`config.mk`:
```
export PLATFORM = sky130hd
export DESIGN_NAME = roi_map_gen
export DESIGN_NICKNAME = d
export VERILOG_FILES = /design/src/rtl/roi_map_pkg.sv /design/src/rtl/roi_region_check.sv /design/src/rtl/roi_rect_clip.sv /design/src/rtl/roi_map_gen.sv
export SDC_FILE = /design/constraint.sdc
export NUM_CORES = 1
export LEC_CHECK = 0
export BUFFER_PORTS_ARGS = -buffer_cell sky130_fd_sc_hd__buf_4
export CAP_MARGIN = 20
export CORE_AREA = 5 5 222 224
export CTS_CLUSTER_DIAMETER = 40
export DETAILED_ROUTE_END_ITERATION = 8
export DIE_AREA = 0 0 227 229
export PLACE_DENSITY = 0.74
export SKIP_LAST_GASP = 1
export SYNTH_ARGS = -nofsm -noshare
export SYNTH_HDL_FRONTEND = slang
export SYNTH_SLANG_ARGS = --single-unit
```
`constraint.sdc`:
```
create_clock -name clk -period 12.3 [get_ports clk]
set_clock_uncertainty 0.1 [all_clocks]
set_input_delay 1.23 -clock clk [delete_from_list [all_inputs] [get_ports clk]]
set_output_delay 1.23 -clock clk [all_outputs]
set_load 0.03 [all_outputs]
```
`src/rtl/roi_map_pkg.sv`:
```
package roi_map_pkg;

    localparam int QP_LIMIT = 51;

    // Map entry, LSB first: force_intra, rsvd[1:0], area_idx[2:0], area_en, qp_adj[7:0], abs_mode
    typedef struct packed {
        logic       abs_mode;
        logic [7:0] qp_adj;
        logic       area_en;
        logic [2:0] area_idx;
        logic [1:0] rsvd;
        logic       force_intra;
    } roi_entry_t;

    localparam roi_entry_t ENTRY_DEFAULT = '{
        abs_mode: 1'b0, qp_adj: 8'd0, area_en: 1'b1,
        area_idx: 3'd0, rsvd: 2'b00, force_intra: 1'b0
    };

    typedef enum logic [2:0] {
        ST_IDLE,
        ST_CLEAR,
        ST_CHECK,
        ST_SETUP,
        ST_WRITE,
        ST_DONE
    } seq_state_t;

    function automatic roi_entry_t make_entry(logic intra, logic absm,
                                              logic [2:0] area, logic [7:0] qp);
        roi_entry_t e;
        e.force_intra = intra;
        e.rsvd        = 2'b00;
        e.area_idx    = area;
        e.area_en     = 1'b1;
        e.qp_adj      = qp;
        e.abs_mode    = absm;
        return e;
    endfunction

endpackage

```
`src/rtl/roi_region_check.sv`:
```
module roi_region_check #(
    parameter int PIX_W = 12
) (
    input  logic [PIX_W-1:0] frame_w_u,
    input  logic [PIX_W-1:0] frame_h_u,
    input  logic [PIX_W-1:0] x,
    input  logic [PIX_W-1:0] y,
    input  logic [PIX_W-1:0] w,
    input  logic [PIX_W-1:0] h,
    input  logic [1:0]       intra,
    input  logic [1:0]       absm,
    input  logic [3:0]       area,
    input  logic [7:0]       qp,
    output logic             ok
);
    import roi_map_pkg::*;

    logic [PIX_W:0] x_end;
    logic [PIX_W:0] y_end;
    logic           geom_ok;
    logic           field_ok;
    logic           qp_ok;
    logic signed [7:0] qp_s;

    always_comb begin
        x_end    = {1'b0, x} + {1'b0, w};
        y_end    = {1'b0, y} + {1'b0, h};
        geom_ok  = (x_end <= {1'b0, frame_w_u}) && (y_end <= {1'b0, frame_h_u});
        field_ok = (intra <= 2'd1) && (absm <= 2'd1) && (area < 4'd8);
        qp_s     = $signed(qp);
        if (absm == 2'd1)
            qp_ok = (qp_s <= 8'(QP_LIMIT));
        else
            qp_ok = (qp_s <= 8'(QP_LIMIT)) && (qp_s >= -8'(QP_LIMIT));
        ok = geom_ok && field_ok && qp_ok;
    end

endmodule

```
`src/rtl/roi_rect_clip.sv`:
```
module roi_rect_clip #(
    parameter int PIX_W = 12,
    parameter int MB_W  = PIX_W - 3
) (
    input  logic [PIX_W-1:0] x,
    input  logic [PIX_W-1:0] y,
    input  logic [PIX_W-1:0] w,
    input  logic [PIX_W-1:0] h,
    input  logic [MB_W-1:0]  mb_w,
    input  logic [MB_W-1:0]  mb_h,
    output logic [MB_W-1:0]  col_s,
    output logic [MB_W-1:0]  col_e,
    output logic [MB_W-1:0]  row_s,
    output logic [MB_W-1:0]  row_e,
    output logic             nonempty
);
    logic [MB_W-1:0] ncol;
    logic [MB_W-1:0] nrow;
    logic [MB_W:0]   col_sum;
    logic [MB_W:0]   row_sum;

    always_comb begin
        col_s   = MB_W'(x >> 4);
        row_s   = MB_W'(y >> 4);
        ncol    = MB_W'(({1'b0, w} + (PIX_W+1)'(15)) >> 4);
        nrow    = MB_W'(({1'b0, h} + (PIX_W+1)'(15)) >> 4);
        col_sum = {1'b0, col_s} + {1'b0, ncol};
        row_sum = {1'b0, row_s} + {1'b0, nrow};
        col_e   = (col_sum > {1'b0, mb_w}) ? mb_w : MB_W'(col_sum);
        row_e   = (row_sum > {1'b0, mb_h}) ? mb_h : MB_W'(row_sum);
        nonempty = (col_e > col_s) && (row_e > row_s);
    end

endmodule

```
`src/rtl/roi_map_gen.sv`:
```
module roi_map_gen #(
    parameter int NREG  = 8,
    parameter int PIX_W = 12,
    parameter int CNT_W = 4
) (
    input  logic                       clk,
    input  logic                       rst,
    input  logic                       start,
    input  logic signed [PIX_W:0]      frame_w,
    input  logic signed [PIX_W:0]      frame_h,
    input  logic [CNT_W-1:0]           region_cnt,
    input  logic [NREG-1:0][PIX_W-1:0] rg_x,
    input  logic [NREG-1:0][PIX_W-1:0] rg_y,
    input  logic [NREG-1:0][PIX_W-1:0] rg_w,
    input  logic [NREG-1:0][PIX_W-1:0] rg_h,
    input  logic [NREG-1:0][1:0]       rg_intra,
    input  logic [NREG-1:0][1:0]       rg_abs,
    input  logic [NREG-1:0][3:0]       rg_area,
    input  logic [NREG-1:0][7:0]       rg_qp,
    output logic                       busy,
    output logic                       done,
    output logic                       err,
    output logic                       wr_en,
    output logic [2*(PIX_W-4)-1:0]     wr_addr,
    output logic [15:0]                wr_data
);
    import roi_map_pkg::*;

    localparam int MB_W   = PIX_W - 3;
    localparam int ADDR_W = 2 * (PIX_W - 4);
    localparam int IDX_W  = (NREG > 1) ? $clog2(NREG) : 1;

    // frame geometry in macroblocks
    logic             fw_pos, fh_pos;
    logic [MB_W-1:0]  mb_w, mb_h, stride, rows_pad;
    logic [PIX_W:0]   fw_sum, fh_sum;

    always_comb begin
        fw_pos   = (frame_w > 0);
        fh_pos   = (frame_h > 0);
        fw_sum   = {1'b0, frame_w[PIX_W-1:0]} + (PIX_W+1)'(15);
        fh_sum   = {1'b0, frame_h[PIX_W-1:0]} + (PIX_W+1)'(15);
        mb_w     = fw_pos ? MB_W'(fw_sum >> 4) : '0;
        mb_h     = fh_pos ? MB_W'(fh_sum >> 4) : '0;
        stride   = (mb_w + MB_W'(3)) & ~MB_W'(3);
        rows_pad = (mb_h + MB_W'(3)) & ~MB_W'(3);
    end

    // parallel validation of every listed region
    logic [NREG-1:0] reg_ok;
    logic [NREG-1:0] reg_pass;
    logic            all_ok;

    for (genvar i = 0; i < NREG; i++) begin : g_chk
        roi_region_check #(.PIX_W(PIX_W)) u_chk (
            .frame_w_u (frame_w[PIX_W-1:0]),
            .frame_h_u (frame_h[PIX_W-1:0]),
            .x         (rg_x[i]),
            .y         (rg_y[i]),
            .w         (rg_w[i]),
            .h         (rg_h[i]),
            .intra     (rg_intra[i]),
            .absm      (rg_abs[i]),
            .area      (rg_area[i]),
            .qp        (rg_qp[i]),
            .ok        (reg_ok[i])
        );
        assign reg_pass[i] = (CNT_W'(i) < region_cnt) ? reg_ok[i] : 1'b1;
    end

    logic cfg_bad;
    always_comb begin
        all_ok  = &reg_pass;
        cfg_bad = !fw_pos || !fh_pos || (region_cnt > CNT_W'(NREG)) || !all_ok;
    end

    // selected region and its grid rectangle
    logic [IDX_W-1:0] idx;
    logic [MB_W-1:0]  col_s, col_e, row_s, row_e;
    logic             rect_nonempty;
    roi_entry_t       sel_entry;

    roi_rect_clip #(.PIX_W(PIX_W), .MB_W(MB_W)) u_clip (
        .x        (rg_x[idx]),
        .y        (rg_y[idx]),
        .w        (rg_w[idx]),
        .h        (rg_h[idx]),
        .mb_w     (mb_w),
        .mb_h     (mb_h),
        .col_s    (col_s),
        .col_e    (col_e),
        .row_s    (row_s),
        .row_e    (row_e),
        .nonempty (rect_nonempty)
    );

    always_comb begin
        sel_entry = make_entry(rg_intra[idx][0], rg_abs[idx][0],
                               rg_area[idx][2:0], rg_qp[idx]);
    end

    // sequencer
    seq_state_t      state;
    logic [MB_W-1:0] row, col;
    logic            last_reg;

    always_comb begin
        last_reg = ((CNT_W'(idx) + CNT_W'(1)) == region_cnt);
    end

    always_ff @(posedge clk) begin
        if (rst) begin
            state <= ST_IDLE;
            row   <= '0;
            col   <= '0;
            idx   <= '0;
            err   <= 1'b0;
        end else begin
            unique case (state)
                ST_IDLE: begin
                    if (start) begin
                        err   <= 1'b0;
                        row   <= '0;
                        col   <= '0;
                        idx   <= '0;
                        state <= (stride != '0 && rows_pad != '0) ? ST_CLEAR : ST_CHECK;
                    end
                end
                ST_CLEAR: begin
                    if (col == stride - MB_W'(1)) begin
                        col <= '0;
                        if (row == rows_pad - MB_W'(1)) state <= ST_CHECK;
                        else                            row   <= row + MB_W'(1);
                    end else begin
                        col <= col + MB_W'(1);
                    end
                end
                ST_CHECK: begin
                    if (cfg_bad) begin
                        err   <= 1'b1;
                        state <= ST_DONE;
                    end else if (region_cnt == '0) begin
                        state <= ST_DONE;
                    end else begin
                        idx   <= '0;
                        state <= ST_SETUP;
                    end
                end
                ST_SETUP: begin
                    if (rect_nonempty) begin
                        row   <= row_s;
                        col   <= col_s;
                        state <= ST_WRITE;
                    end else if (last_reg) begin
                        state <= ST_DONE;
                    end else begin
                        idx <= idx + IDX_W'(1);
                    end
                end
                ST_WRITE: begin
                    if (col == col_e - MB_W'(1)) begin
                        col <= col_s;
                        if (row == row_e - MB_W'(1)) begin
                            if (last_reg) begin
                                state <= ST_DONE;
                            end else begin
                                idx   <= idx + IDX_W'(1);
                                state <= ST_SETUP;
                            end
                        end else begin
                            row <= row + MB_W'(1);
                        end
                    end else begin
                        col <= col + MB_W'(1);
                    end
                end
                ST_DONE: state <= ST_IDLE;
                default: state <= ST_IDLE;
            endcase
        end
    end

    // write port
    logic [ADDR_W-1:0] row_x, col_x, stride_x;
    logic [ADDR_W:0]   map_size;

    always_comb begin
        row_x    = ADDR_W'(row);
        col_x    = ADDR_W'(col);
        stride_x = ADDR_W'(stride);
        map_size = (ADDR_W+1)'(stride) * (ADDR_W+1)'(rows_pad);
        busy     = (state != ST_IDLE);
        done     = (state == ST_DONE);
        wr_en    = (state == ST_CLEAR) || (state == ST_WRITE);
        wr_addr  = row_x * stride_x + col_x;
        wr_data  = (state == ST_CLEAR) ? ENTRY_DEFAULT : sel_entry;
    end

    // assertions
    a_r12_done_one_cycle: assert property (@(posedge clk) disable iff (rst)
        done |=> !done);

    a_r12_done_while_busy: assert property (@(posedge clk) disable iff (rst)
        done |-> busy);

    a_r11_addr_in_map: assert property (@(posedge clk) disable iff (rst)
        wr_en |-> ({1'b0, wr_addr} < map_size));

    a_r10_no_write_after_err: assert property (@(posedge clk) disable iff (rst)
        err |-> !wr_en);

    a_r3_write_inside_grid: assert property (@(posedge clk) disable iff (rst)
        (state == ST_WRITE) |-> (col < mb_w && row < mb_h));

    a_r7_written_fields_legal: assert property (@(posedge clk) disable iff (rst)
        (state == ST_WRITE) |-> (rg_area[idx] < 4'd8 && rg_intra[idx] <= 2'd1
                                 && rg_abs[idx] <= 2'd1));

    a_r8_written_qp_legal: assert property (@(posedge clk) disable iff (rst)
        (state == ST_WRITE) |-> ($signed(rg_qp[idx]) <= 8'sd51));

endmodule

```
# Word-level counts from Yosys, hierarchy flattened
# Index checks and enable logic that the tools add are counted.
dict set report word_totals {
  wordCells 284
  inputBits 545
  ff_bits 25
}
dict set report op_classes {
  addsub 33
  eq_ne 31
  n_lt_le_gt_ge 72
  muxes 71
  reduce_logical 71
  multipliers 1
}
# op n
set op_table {}
lappend op_table {{$add A12 B12 Y13} 16}
lappend op_table {{$le A13 B12 Y1} 16}
lappend op_table {{$bmux W12 S3} 4}
lappend op_table {{$mux W9} 13}
lappend op_table {{$pmux W9 S4} 2}
lappend op_table {{$ge A8 B7 Y1 const B} 8}
lappend op_table {{$le A8 B7 Y1 const B} 8}
lappend op_table {{$mux W3} 18}
lappend op_table {{$add A12 B4 Y13 const B} 4}
lappend op_table {{$logic_and A1 B1 Y1} 50}
lappend op_table {{$mux W12} 4}
lappend op_table {{$eq A9 B9 Y1} 4}
lappend op_table {{$sub A9 B1 Y9 const B} 4}
lappend op_table {{$le A2 B1 Y1 const B} 16}
lappend op_table {{$lt A4 B4 Y1 const B} 8}
lappend op_table {{$gt A13 B1 Y1 const B} 2}
lappend op_table {{$bmux W8 S3} 1}
lappend op_table {{$ne A2 B2 Y1 const B} 12}
lappend op_table {{$add A8 B9 Y10} 2}
lappend op_table {{$gt A10 B9 Y1} 2}
lappend op_table {{$mux W1} 20}
lappend op_table {{$add A9 B1 Y9 const B} 2}
lappend op_table {{$add A9 B2 Y9 const B} 2}
lappend op_table {{$gt A9 B8 Y1} 2}
lappend op_table {{35 further kinds} 59}

# Depth between registers and ports, before layout
# Gate-level depths: netlist of the first run.
dict set report logic_depth {
  ltp_word 11
  depth_mapped 43
  mapped_depth_nobuf 37
}

# Cells and area by module
# A second synthesis of the first run with hierarchy kept.
dict set report unflattened {
  hier_cells 3264
  hier_area_um2 25685.9
}
# module cells_each area_per_inst_um2 instances
set by_module_without_submodules {}
lappend by_module_without_submodules {{roi_region_check at g_chk[0].u_chk ...} 244 1749.2 7}
lappend by_module_without_submodules {roi_map_gen 1020 9451.6 1}
lappend by_module_without_submodules {roi_rect_clip 310 2312.2 1}
lappend by_module_without_submodules {{roi_region_check at g_chk[7].u_chk} 226 1677.9 1}

# Worst setup path before layout of the first run
# No wires, ideal clock.
dict set report synth_timing {
  kind {register to register}
  from {register idx[0]}
  to {register idx[2]}
  setup_ps 86
  setup_slack_ps 3586
  arrival_ps 8529
  period_less_slack_ps 8714
  stages_incl_launch_ff 39
  n_path_buf 5
  cell_sequence {dfxtp_1 -> buf_4 -> buf_1 -> clkbuf_1 -> mux4_2 -> mux2i_1 -> inv_1 -> ha_1 -> fa_1 -> a21o_1 -> a21oi_1 -> nor2_1 -> o221ai_1 -> a21o_1 -> xnor2_1 -> ha_1 -> nand4_1 -> nor2_1 -> [... 3 more ...] -> buf_6 -> nor2_1 -> clkbuf_1 -> o21ai_0 -> ha_1 -> nor2b_1 -> o21a_1 -> o21a_1 -> o21a_1 -> o21a_1 -> o21a_1 -> o21a_1 -> o22a_1 -> o22ai_1 -> a31o_2 -> o21ai_0 -> or4b_1 -> a211oi_1}
}
dict set report synth_between {
  elab_chain_len 10
  word_cells_on_any_way 35
  cone_classes {add/sub (8); order compare (4); eq/ne (6); mux (15); reduce/logical (2)}
}
# item line
set synth_rtl {}
lappend synth_rtl {{start: declaration} roi_map_gen.sv:78} ;# logic [IDX_W-1:0] idx;
lappend synth_rtl {{start signal: assignment} roi_map_gen.sv:157} ;# idx <= idx + IDX_W'(1);
lappend synth_rtl {{start signal: assignment} roi_map_gen.sv:167} ;# idx <= idx + IDX_W'(1);
lappend synth_rtl {{$bmux W12 S3 (on tied branches)} {roi_map_gen.sv:87, roi_map_gen.sv:86}}
lappend synth_rtl {{$mux W12 (on tied branches)} {roi_map_gen.sv:87, roi_map_gen.sv:86}}
lappend synth_rtl {{$add A12 B4 Y13 (on tied branches)} {roi_rect_clip.sv:26, roi_rect_clip.sv:25}}
lappend synth_rtl {{$add A8 B9 Y10 (on tied branches)} {roi_rect_clip.sv:28, roi_rect_clip.sv:27}}
lappend synth_rtl {{$gt A10 B9 Y1 (on tied branches)} {roi_rect_clip.sv:30, roi_rect_clip.sv:29}}
lappend synth_rtl {{$mux W9 (on tied branches)} {roi_rect_clip.sv:30, roi_rect_clip.sv:29}}
lappend synth_rtl {{$sub A9 B1 Y9 (tied with other cells)} roi_map_gen.sv:163} ;# if (row == row_e - MB_W'(1)) begin
lappend synth_rtl {{$eq A9 B9 Y1 (tied with other cells)} roi_map_gen.sv:163}
lappend synth_rtl {{$ne A2 B2 Y1 (no source line)} --}
lappend synth_rtl {{$reduce_and A7 Y1 (no source line)} --}
# Several ways; a longest one is shown, not always the timed one. The select of a mux whose other input is x is not followed.
# A chain may end at the register's enable or synchronous reset.

# Worst setup path after layout of the first run
dict set report layout_timing {
  from {input rg_w[3] (netlist name)}
  to {register row[4]}
}
dict set report layout_between {
  elab_chain_len 10
  word_cells_on_any_way 13
  cone_classes {add/sub (3); order compare (2); eq/ne (3); mux (3); reduce/logical (2)}
}
# item line
set layout_rtl {}
lappend layout_rtl {{start: declaration} roi_map_gen.sv:14} ;# input logic [NREG-1:0][PIX_W-1:0] rg_w,
lappend layout_rtl {{$bmux W12 S3 *} roi_map_gen.sv:86} ;# .w (rg_w[idx]),
lappend layout_rtl {{$mux W12 (not written as such) *} roi_map_gen.sv:86}
lappend layout_rtl {{$add A12 B4 Y13 *} roi_rect_clip.sv:25} ;# ncol = MB_W'(({1'b0, w} + (PIX_W+1)'(15)) >> 4);
lappend layout_rtl {{$add A8 B9 Y10 *} roi_rect_clip.sv:27} ;# col_sum = {1'b0, col_s} + {1'b0, ncol};
lappend layout_rtl {{$gt A10 B9 Y1} roi_rect_clip.sv:29} ;# col_e = (col_sum > {1'b0, mb_w}) ? mb_w : MB_W'(col_sum);
lappend layout_rtl {{$mux W9 *} roi_rect_clip.sv:29}
lappend layout_rtl {{$sub A9 B1 Y9 / $gt A9 B8 Y1 (equally long branches)} {roi_map_gen.sv:161, roi_rect_clip.sv:31}}
lappend layout_rtl {{$eq A9 B9 Y1 / $logic_and A1 B1 Y1 (equally long branches)} {roi_map_gen.sv:161, roi_rect_clip.sv:31}}
lappend layout_rtl {{$ne A2 B2 Y1 (no source line)} --}
lappend layout_rtl {{$reduce_and A7 Y1 (no source line) *} --}
lappend layout_rtl {{end signal: assignment} roi_map_gen.sv:133} ;# else row <= row + MB_W'(1);
lappend layout_rtl {{end signal: assignment} roi_map_gen.sv:151} ;# row <= row_s;
lappend layout_rtl {{end signal: assignment} roi_map_gen.sv:171} ;# row <= row + MB_W'(1);
lappend layout_rtl {{end: declaration} roi_map_gen.sv:104} ;# logic [MB_W-1:0] row, col;
# Every way passes the cells marked *; elsewhere a longest branch is shown, timed or not. The select of a mux whose other input is x is not followed.

==> flow_metrics.py, run 1 <==
metrics = {
    "critical_path": {
        "r2r-start": "idx[1]$_SDFFE_PP0P_",
        "start_kind": "input pin",
        "worst-endpoint-required_ps": 12360,
        "worst_path_max_delay_cell": "nor4_1",
        "worstPathMaxFanout": 17,
        "crit_buf_inv": 1,
        "cp.arrival_ps": 10120,
        "crit_type": "in -> reg",
        "critPathTopFamily": "compound AO/OA/AOI/OAI gates",
        "crit_path_end_kind": "flop",
        "reg2reg_slack_ps": 2400,
        "slowest_delay_ps": 760,
        "rr_endpoint": "row[4]$_SDFFE_PP0P_",
        "r2r_cells": 36,
        "crit_top_cell": "o21a_1",
    },
    "synth": {
        "synth_edf_count": 0,
        "synth_top_family_by_area": "adder cells",
        "yosysWarnings": 0,
        "ys_top_cells_by_area": "ha_1 (26%), mux4_2 (8.4%), xnor2_1 (7.6%), a21oi_1 (5.1%), fa_1 (4.6%)",
        "synth.area.mux_share_pct": 12.1,
        "synth-seq-area-share_pct": 2.20,
        "syn_inst": 2777,
        "synth_top_cell_area_share_pct": 26.1,
        "synth_cell_types": 102,
        "synth_compound_area_share_pct": 23.1,
        "synth_top_cell_by_area": "ha_1",
        "ys_ff_latch": 25,
        "synthFlopType": "dfxtp_1",
        "synthSimpleGateAreaFrac_pct": 15.5,
        "syn_area_per_cell_sq_um": 8.19,
        "synth_xor_area_share_pct": 10.1,
        "synth_commonest_cells": "ha_1 (474), inv_1 (248), a21oi_1 (230), xnor2_1 (198), nand2_1 (165)",
        "synth-adder-area-share_pct": 30.7,
        "synth_most_common_cell": "ha_1",
        "netlist_area_sq_mm": 0.0228,
        "async_reset_ff_share_pct": 0,
    },
    "global_routing": {
        "grt_use_total_pct": 39.8,
        "grt_max_degree": 54,
        "grt-ovfl-total": 0,
        "grt_pass1_vias": 25503,
        "antenna_found_initial": 44,
        "grt_pass1_wl_mm": 158,
    },
    "status": {
        "status": "completed",
    },
    "die": {
        "num_io_pins": 581,
        "die-height_um": 229,
        "initial_core_util_pct": 48.3,
        "dieArea_sq_mm": 0.0520,
        "core_sq_mm": 0.0471,
        "die_w_um": 227,
        "row_count": 80,
    },
    "clocking": {
        "h-tree-depth": 1,
        "cts_buffer_depth": 2,
        "cts.clk_slew.worst_paths_ps": 70,
        "cts_setup_buffers": 0,
        "cts_hold_buf": 0,
        "cts_tree": "yes",
        "cts.sinks": 25,
        "cts_resized": 0,
        "cts_buffers": 3,
        "clock_latency_ps": 270,
        "root_buffer": "clkbuf_16",
    },
    "placement": {
        "dp_hpwl_mm": 97.4,
        "gp_congestion": 1.05,
        "pre_cts_slack_ps": 2160,
        "port_buffers": 577,
    },
    "route": {
        "dr_total_vias": 25496,
        "drc": 0,
        "routed_wl_mm": 109,
        "drt_iter0_markers": 2156,
        "viasPerCell": 6.47,
        "drtPass1Iterations": 8,
        "drtAntennaViolNets": 0,
        "wl_per_cell_um": 27.7,
    },
    "sta": {
        "fin_ws_ps": 2240,
        "hold_viol": 0,
        "max_freq_mhz": 99.4,
        "finalCritPeriodShare_pct": 81.8,
        "slew_headroom_pct": 24.3,
        "drv_slew": 0,
        "grt_setup_unrepaired": "no",
        "finalSetupTns_ps": 0,
        "worst_pin_slew_ps": 1110,
        "post-route-min-period_ps": 10060,
        "finalSetupViolCount": 0,
    },
    "min_path": {
        "min_to": "err$_SDFFE_PP0P_",
        "min_path_type": "reg -> reg",
        "hold_start": "err$_SDFFE_PP0P_",
        "whs_path_depth": 2,
    },
    "power": {
        "leakagePower_nw": 13.2,
        "power_density_mw_per_mm2": 76.0,
        "ir_drop_uv": 62.8,
    },
    "final_layout": {
        "layout.nets": 4359,
        "drive_gt1_share_pct": 22.2,
        "area_growth_pct": 21.6,
    },
    "run": {
        "drv_cap": 0,
    },
}
[stage by stage]
stage / hold slack [ps] / utilization [%] / area, sq um / total power [mW] / instances
after floorplan: 416 / - / 22800 / 1.38 / 2778
after global placement: 359 / 58.3 / 27500 / 1.93 / 3896
after detailed placement: 371 / 58.3 / 27500 / 1.98 / 3896
after CTS: 381 / 58.4 / 27600 / 2.07 / 3900
after global routing: 424 / 58.7 / 27700 / 2.27 / 3938
final: 379 / 58.7 / 27700 / 2.10 / 3940
[logic make-up (layout without fill, tap and decap cells)]
| family | count (synthesis) | after routing |
|---|---|---|
| mux | 152 | 152 |
| compound gates | 789 | 789 |
| simple gates | 689 | 689 |
| buf+inv | 330 | 839 |
| fa+ha+maj | 528 | 528 |
| xor+xnor | 262 | 262 |
| flops | 25 | 25 |
| other cells | 2 | 41 |
[per-layer routing]
layer / wire (um) / track usage [%]
met1: 40400 / 47.4
met5: 42 / 0
met2: 51800 / 67.1
met4: 7090 / 21.1
met3: 9930 / 8.39
[report_power, final]
group | internal [mW] | switching, mW
clock network | 0.0439 | 0.0307
registers | 0.0929 | 0.0470
logic | 0.813 | 1.07
total | 0.950 | 1.15
[worst min-delay path: cells and delay by family, from the launching register on]
family | cells | cell delay (ps)
flops | 1 | 330
simple gates | 1 | 60
compound gates | 1 | 50
[state kept, by name, indices dropped and copies added (netlist names)]
signal,flops
state,3
col,9
row,9
idx,3
err,1
[cells in the final DEF, fill, tap and decap left out, types with 9 or more instances in the layout]
master     netlist  final
o221ai_1        12     12
nor2_1         150    150
nor4_1          38     38
a211o_1         14     14
nor2b_1         38     38
mux4_2          85     85
or4_1            9      9
dfxtp_1         25     22
xor2_1          63     63
a21o_1          80     80
ha_1           474    474
a211oi_1        28     28
o22ai_1          9      9
o31ai_1         18     18
o21ai_0        112    112
nand2_1        165    165
a31oi_1         21     21
and2_1          30     30
nor3_1          46     46
xnor2_1        198    198
o21a_1          53     53
buf_4           16    584
or3_1           13     13
mux2i_1         47     47
mux4_1           9      9
a21oi_1        230    230
diode_2          0     38
nand2b_1        18     18
and3_1          25     25
or2_2           13     13
o31a_1          11     11
a2111oi_0        9      9
nand3_1         63     63
o211a_1         12     12
inv_1          248    248
o21bai_1        93     93
o211ai_1        14     14
nand4_1         48     48
fa_1            52     52
[how the worst max path moves through the flow]
stage / to / start / depth (start not counted)
5_1_grt: row[2]$_SDFFE_PP0P_ / rg_w[3] / 36
3_3_place_gp: row[2]$_SDFFE_PP0P_ / rg_w[3] / 36
2_1_floorplan: idx[2]$_SDFFE_PP0P_ / idx[0]$_SDFFE_PP0P_ / 38
4_1_cts: row[2]$_SDFFE_PP0P_ / rg_w[3] / 36
3_5_place_dp: row[2]$_SDFFE_PP0P_ / rg_w[3] / 36
6_report: row[4]$_SDFFE_PP0P_ / rg_w[3] / 36
[area by class of cell]
type	instances	area, sq um
fillers	4338	19500
flip-flops and latches	25	512
multi-input cells	2423	20900
clock buffers	3	75.1
inverters	250	941
well taps	615	769
diodes	38	95.1
repair buffers	585	4390
clock inverters	1	5.00
No activity file was read; power rests on OpenSTA's default activity.
==> run 2: changes to the inputs <==
Settings changed: ABC_AREA set to 1, CORE_AREA 5 5 222 224 to 5 5 221 223, DIE_AREA 0 0 227 229 to 0 0 226 228, PLACE_DENSITY 0.74 to 0.77.
Clock period 12.3 ns to 9.9 ns, I/O delays scaled along.
==> flow_metrics.py, run 2 <==
metrics = {
    "status": {
        "status": "completed",
    },
    "final_layout": {
        "mostFrequentLayoutCell": "nand2_1",
        "layout.nets": 5524,
        "reg_top3": "col x9, row x9",
        "area_growth_pct": 20.1,
        "design_area_sq_mm": 0.0287,
        "drive_gt1_share_pct": 14.8,
        "finalNonFillerCells": 5070,
        "layout_common_cells": "nand2_1 (747), buf_4 (591), inv_1 (578), nor2_1 (490), ha_1 (474)",
    },
    "synth": {
        "synth_most_common_cell": "nand2_1",
        "ys_ff_latch": 25,
        "ys_top_cells_by_area": "ha_1 (25%), nand2_1 (12%), inv_1 (9.1%), nor2_1 (7.7%), o21ai_0 (6.7%)",
        "synth_top_cell_by_area": "ha_1",
        "synthFlopType": "dfxtp_1",
        "async_reset_ff_share_pct": 0,
        "synth_edf_count": 0,
        "syn_area_per_cell_sq_um": 6.05,
        "synth-seq-area-share_pct": 2.09,
        "synth_top_family_by_area": "adder cells",
        "synth_compound_area_share_pct": 20.0,
        "syn_inst": 3955,
        "yosysWarnings": 0,
        "netlist_area_sq_mm": 0.0239,
        "synthSimpleGateAreaFrac_pct": 28.8,
        "synth-adder-area-share_pct": 29.2,
        "synth.area.mux_share_pct": 0,
        "synth_commonest_cells": "nand2_1 (747), inv_1 (579), nor2_1 (490), ha_1 (474), o21ai_0 (321)",
        "synth_cell_types": 63,
        "synth_top_cell_area_share_pct": 24.8,
        "synth_xor_area_share_pct": 8.45,
    },
    "die": {
        "dieArea_sq_mm": 0.0515,
        "core_sq_mm": 0.0464,
        "die_w_um": 226,
        "row_count": 79,
        "die-height_um": 228,
        "initial_core_util_pct": 51.6,
        "num_io_pins": 581,
    },
    "critical_path": {
        "cp.arrival_ps": 8910,
        "crit_buf_inv": 7,
        "worst_path_max_delay_cell": "o22ai_1",
        "critPathTopFamily": "simple AND/OR/NAND/NOR gates",
        "slowest_delay_ps": 640,
        "start_kind": "flop",
        "crit_type": "reg -> reg",
        "crit_path_end_kind": "flop",
        "worstPathMaxFanout": 75,
        "reg2reg_slack_ps": 1110,
        "worst-endpoint-required_ps": 10020,
        "crit_top_cell": "nand2_1",
    },
    "sta": {
        "max_freq_mhz": 114,
        "post-route-min-period_ps": 8790,
        "finalSetupViolCount": 0,
        "worst_pin_slew_ps": 924,
        "drv_slew": 0,
        "finalSetupTns_ps": 0,
        "grt_setup_unrepaired": "no",
        "finalCritPeriodShare_pct": 88.8,
        "slew_headroom_pct": 37.8,
        "hold_viol": 0,
    },
    "global_routing": {
        "grt_pass1_wl_mm": 154,
        "grt_use_met2_pct": 61.5,
        "grt-ovfl-total": 0,
        "grtUsageMet1_pct": 48.5,
        "antenna_found_initial": 18,
        "top_usage_layer": "met2",
        "grt_max_degree": 137,
        "grt_use_total_pct": 37.9,
        "met3_usage_pct": 7.06,
        "grt_pass1_vias": 26982,
    },
    "placement": {
        "dp_hpwl_mm": 89.3,
        "gp_congestion": 1.02,
        "placed_area_sq_mm": 0.0286,
        "port_buffers": 577,
        "dpl.cell_count": 5055,
    },
    "clocking": {
        "root_buffer": "clkbuf_16",
        "cts_resized": 0,
        "cts_setup_buffers": 0,
        "cts_buffer_depth": 2,
        "cts.sinks": 25,
        "cts_tree": "yes",
        "cts_buffers": 3,
        "cts.clk_slew.worst_paths_ps": 70,
        "clock_latency_ps": 270,
        "h-tree-depth": 1,
        "cts_hold_buf": 0,
    },
    "route": {
        "drtAntennaViolNets": 0,
        "drc": 0,
        "viasPerCell": 5.72,
        "wl_per_cell_um": 20.5,
        "drtPass1Iterations": 7,
        "drt_iter0_markers": 2667,
        "dr_total_vias": 29023,
        "routed_wl_mm": 104,
    },
    "power": {
        "leakagePower_nw": 16.0,
        "power_density_mw_per_mm2": 168,
        "ir_drop_uv": 138,
    },
    "run": {
        "drv_cap": 0,
    },
    "min_path": {
        "min_path_type": "reg -> reg",
    },
}
[run 2: cell count changes after synthesis, sizes merged, moves of 43 or more]
cell	previous run	this run
a21o	80	12
a21oi	231	298
inv	250	583
mux2i	50	0
mux4	94	0
nand2	167	765
nand3	65	216
nor2	151	501
o21a	53	10
o21ai	115	339
xnor2	198	49
xor2	63	179
[run 2: worst paths after layout]
kind,startpoint,endpoint,cells past startpoint
max,idx[0]$_SDFFE_PP0P_,col[6]$_SDFFE_PP0P_,47
min,err$_SDFFE_PP0P_,err$_SDFFE_PP0P_,2
max reg2reg,idx[0]$_SDFFE_PP0P_,col[6]$_SDFFE_PP0P_,47
min reg2reg,err$_SDFFE_PP0P_,err$_SDFFE_PP0P_,2
[run 2: layout make-up]
| type | instances | area [sq um] |
|---|---|---|
| antenna | 11 | 27.5 |
| clock buffer | 3 | 75.1 |
| clock inverter | 1 | 5.00 |
| fill | 4708 | 17600 |
| inverter | 585 | 2200 |
| multi-input combinational | 3246 | 20700 |
| sequential | 25 | 508 |
| tap | 607 | 759 |
| timing repair buffer | 592 | 4460 |
[run 2: where the power goes]
group / total (mW) / leakage [nW] / switching (mW) / internal (mW)
logic: 4.53 / 15.8 / 2.90 / 1.63
clock network: 0.0954 / 0.0409 / 0.0408 / 0.0547
registers: 0.200 / 0.205 / 0.0794 / 0.121
[run 2: cell families (layout without fill, tap and decap cells)]
group / Yosys count / count (layout)
AO/OA/AOI/OAI: 855 / 855
flip-flops: 25 / 25
XOR/XNOR: 229 / 229
AND/OR/NAND/NOR: 1633 / 1633
other: 2 / 14
adder cells (fa/ha/maj): 526 / 526
buffers and inverters: 685 / 1181
[run 2: worst register-to-register path: cells and delay by family (launching register included)]
family	cells	cell delay, ps
adder cells (fa/ha/maj)	3	960
AO/OA/AOI/OAI	10	2730
XOR/XNOR	1	190
flip-flops	1	540
buffers and inverters	7	970
AND/OR/NAND/NOR	26	3280
[run 2: stage by stage]
step	worst slack (ps)	utilization, %	hold WS (ps)	power (mW)
6_report	1110	62.0	372	4.82
5_1_grt	184	61.9	387	5.36
4_1_cts	1270	61.9	373	4.72
3_5_place_dp	1280	61.7	363	4.61
3_3_place_gp	1470	61.7	355	4.59
2_1_floorplan	2110	-	399	3.44
[run 2: metal layers]
layer,routed length (um),up-vias
li1,-,14174
met1,41200,13027
met2,45600,1500
met3,10800,304
met4,6070,18
met5,135,-
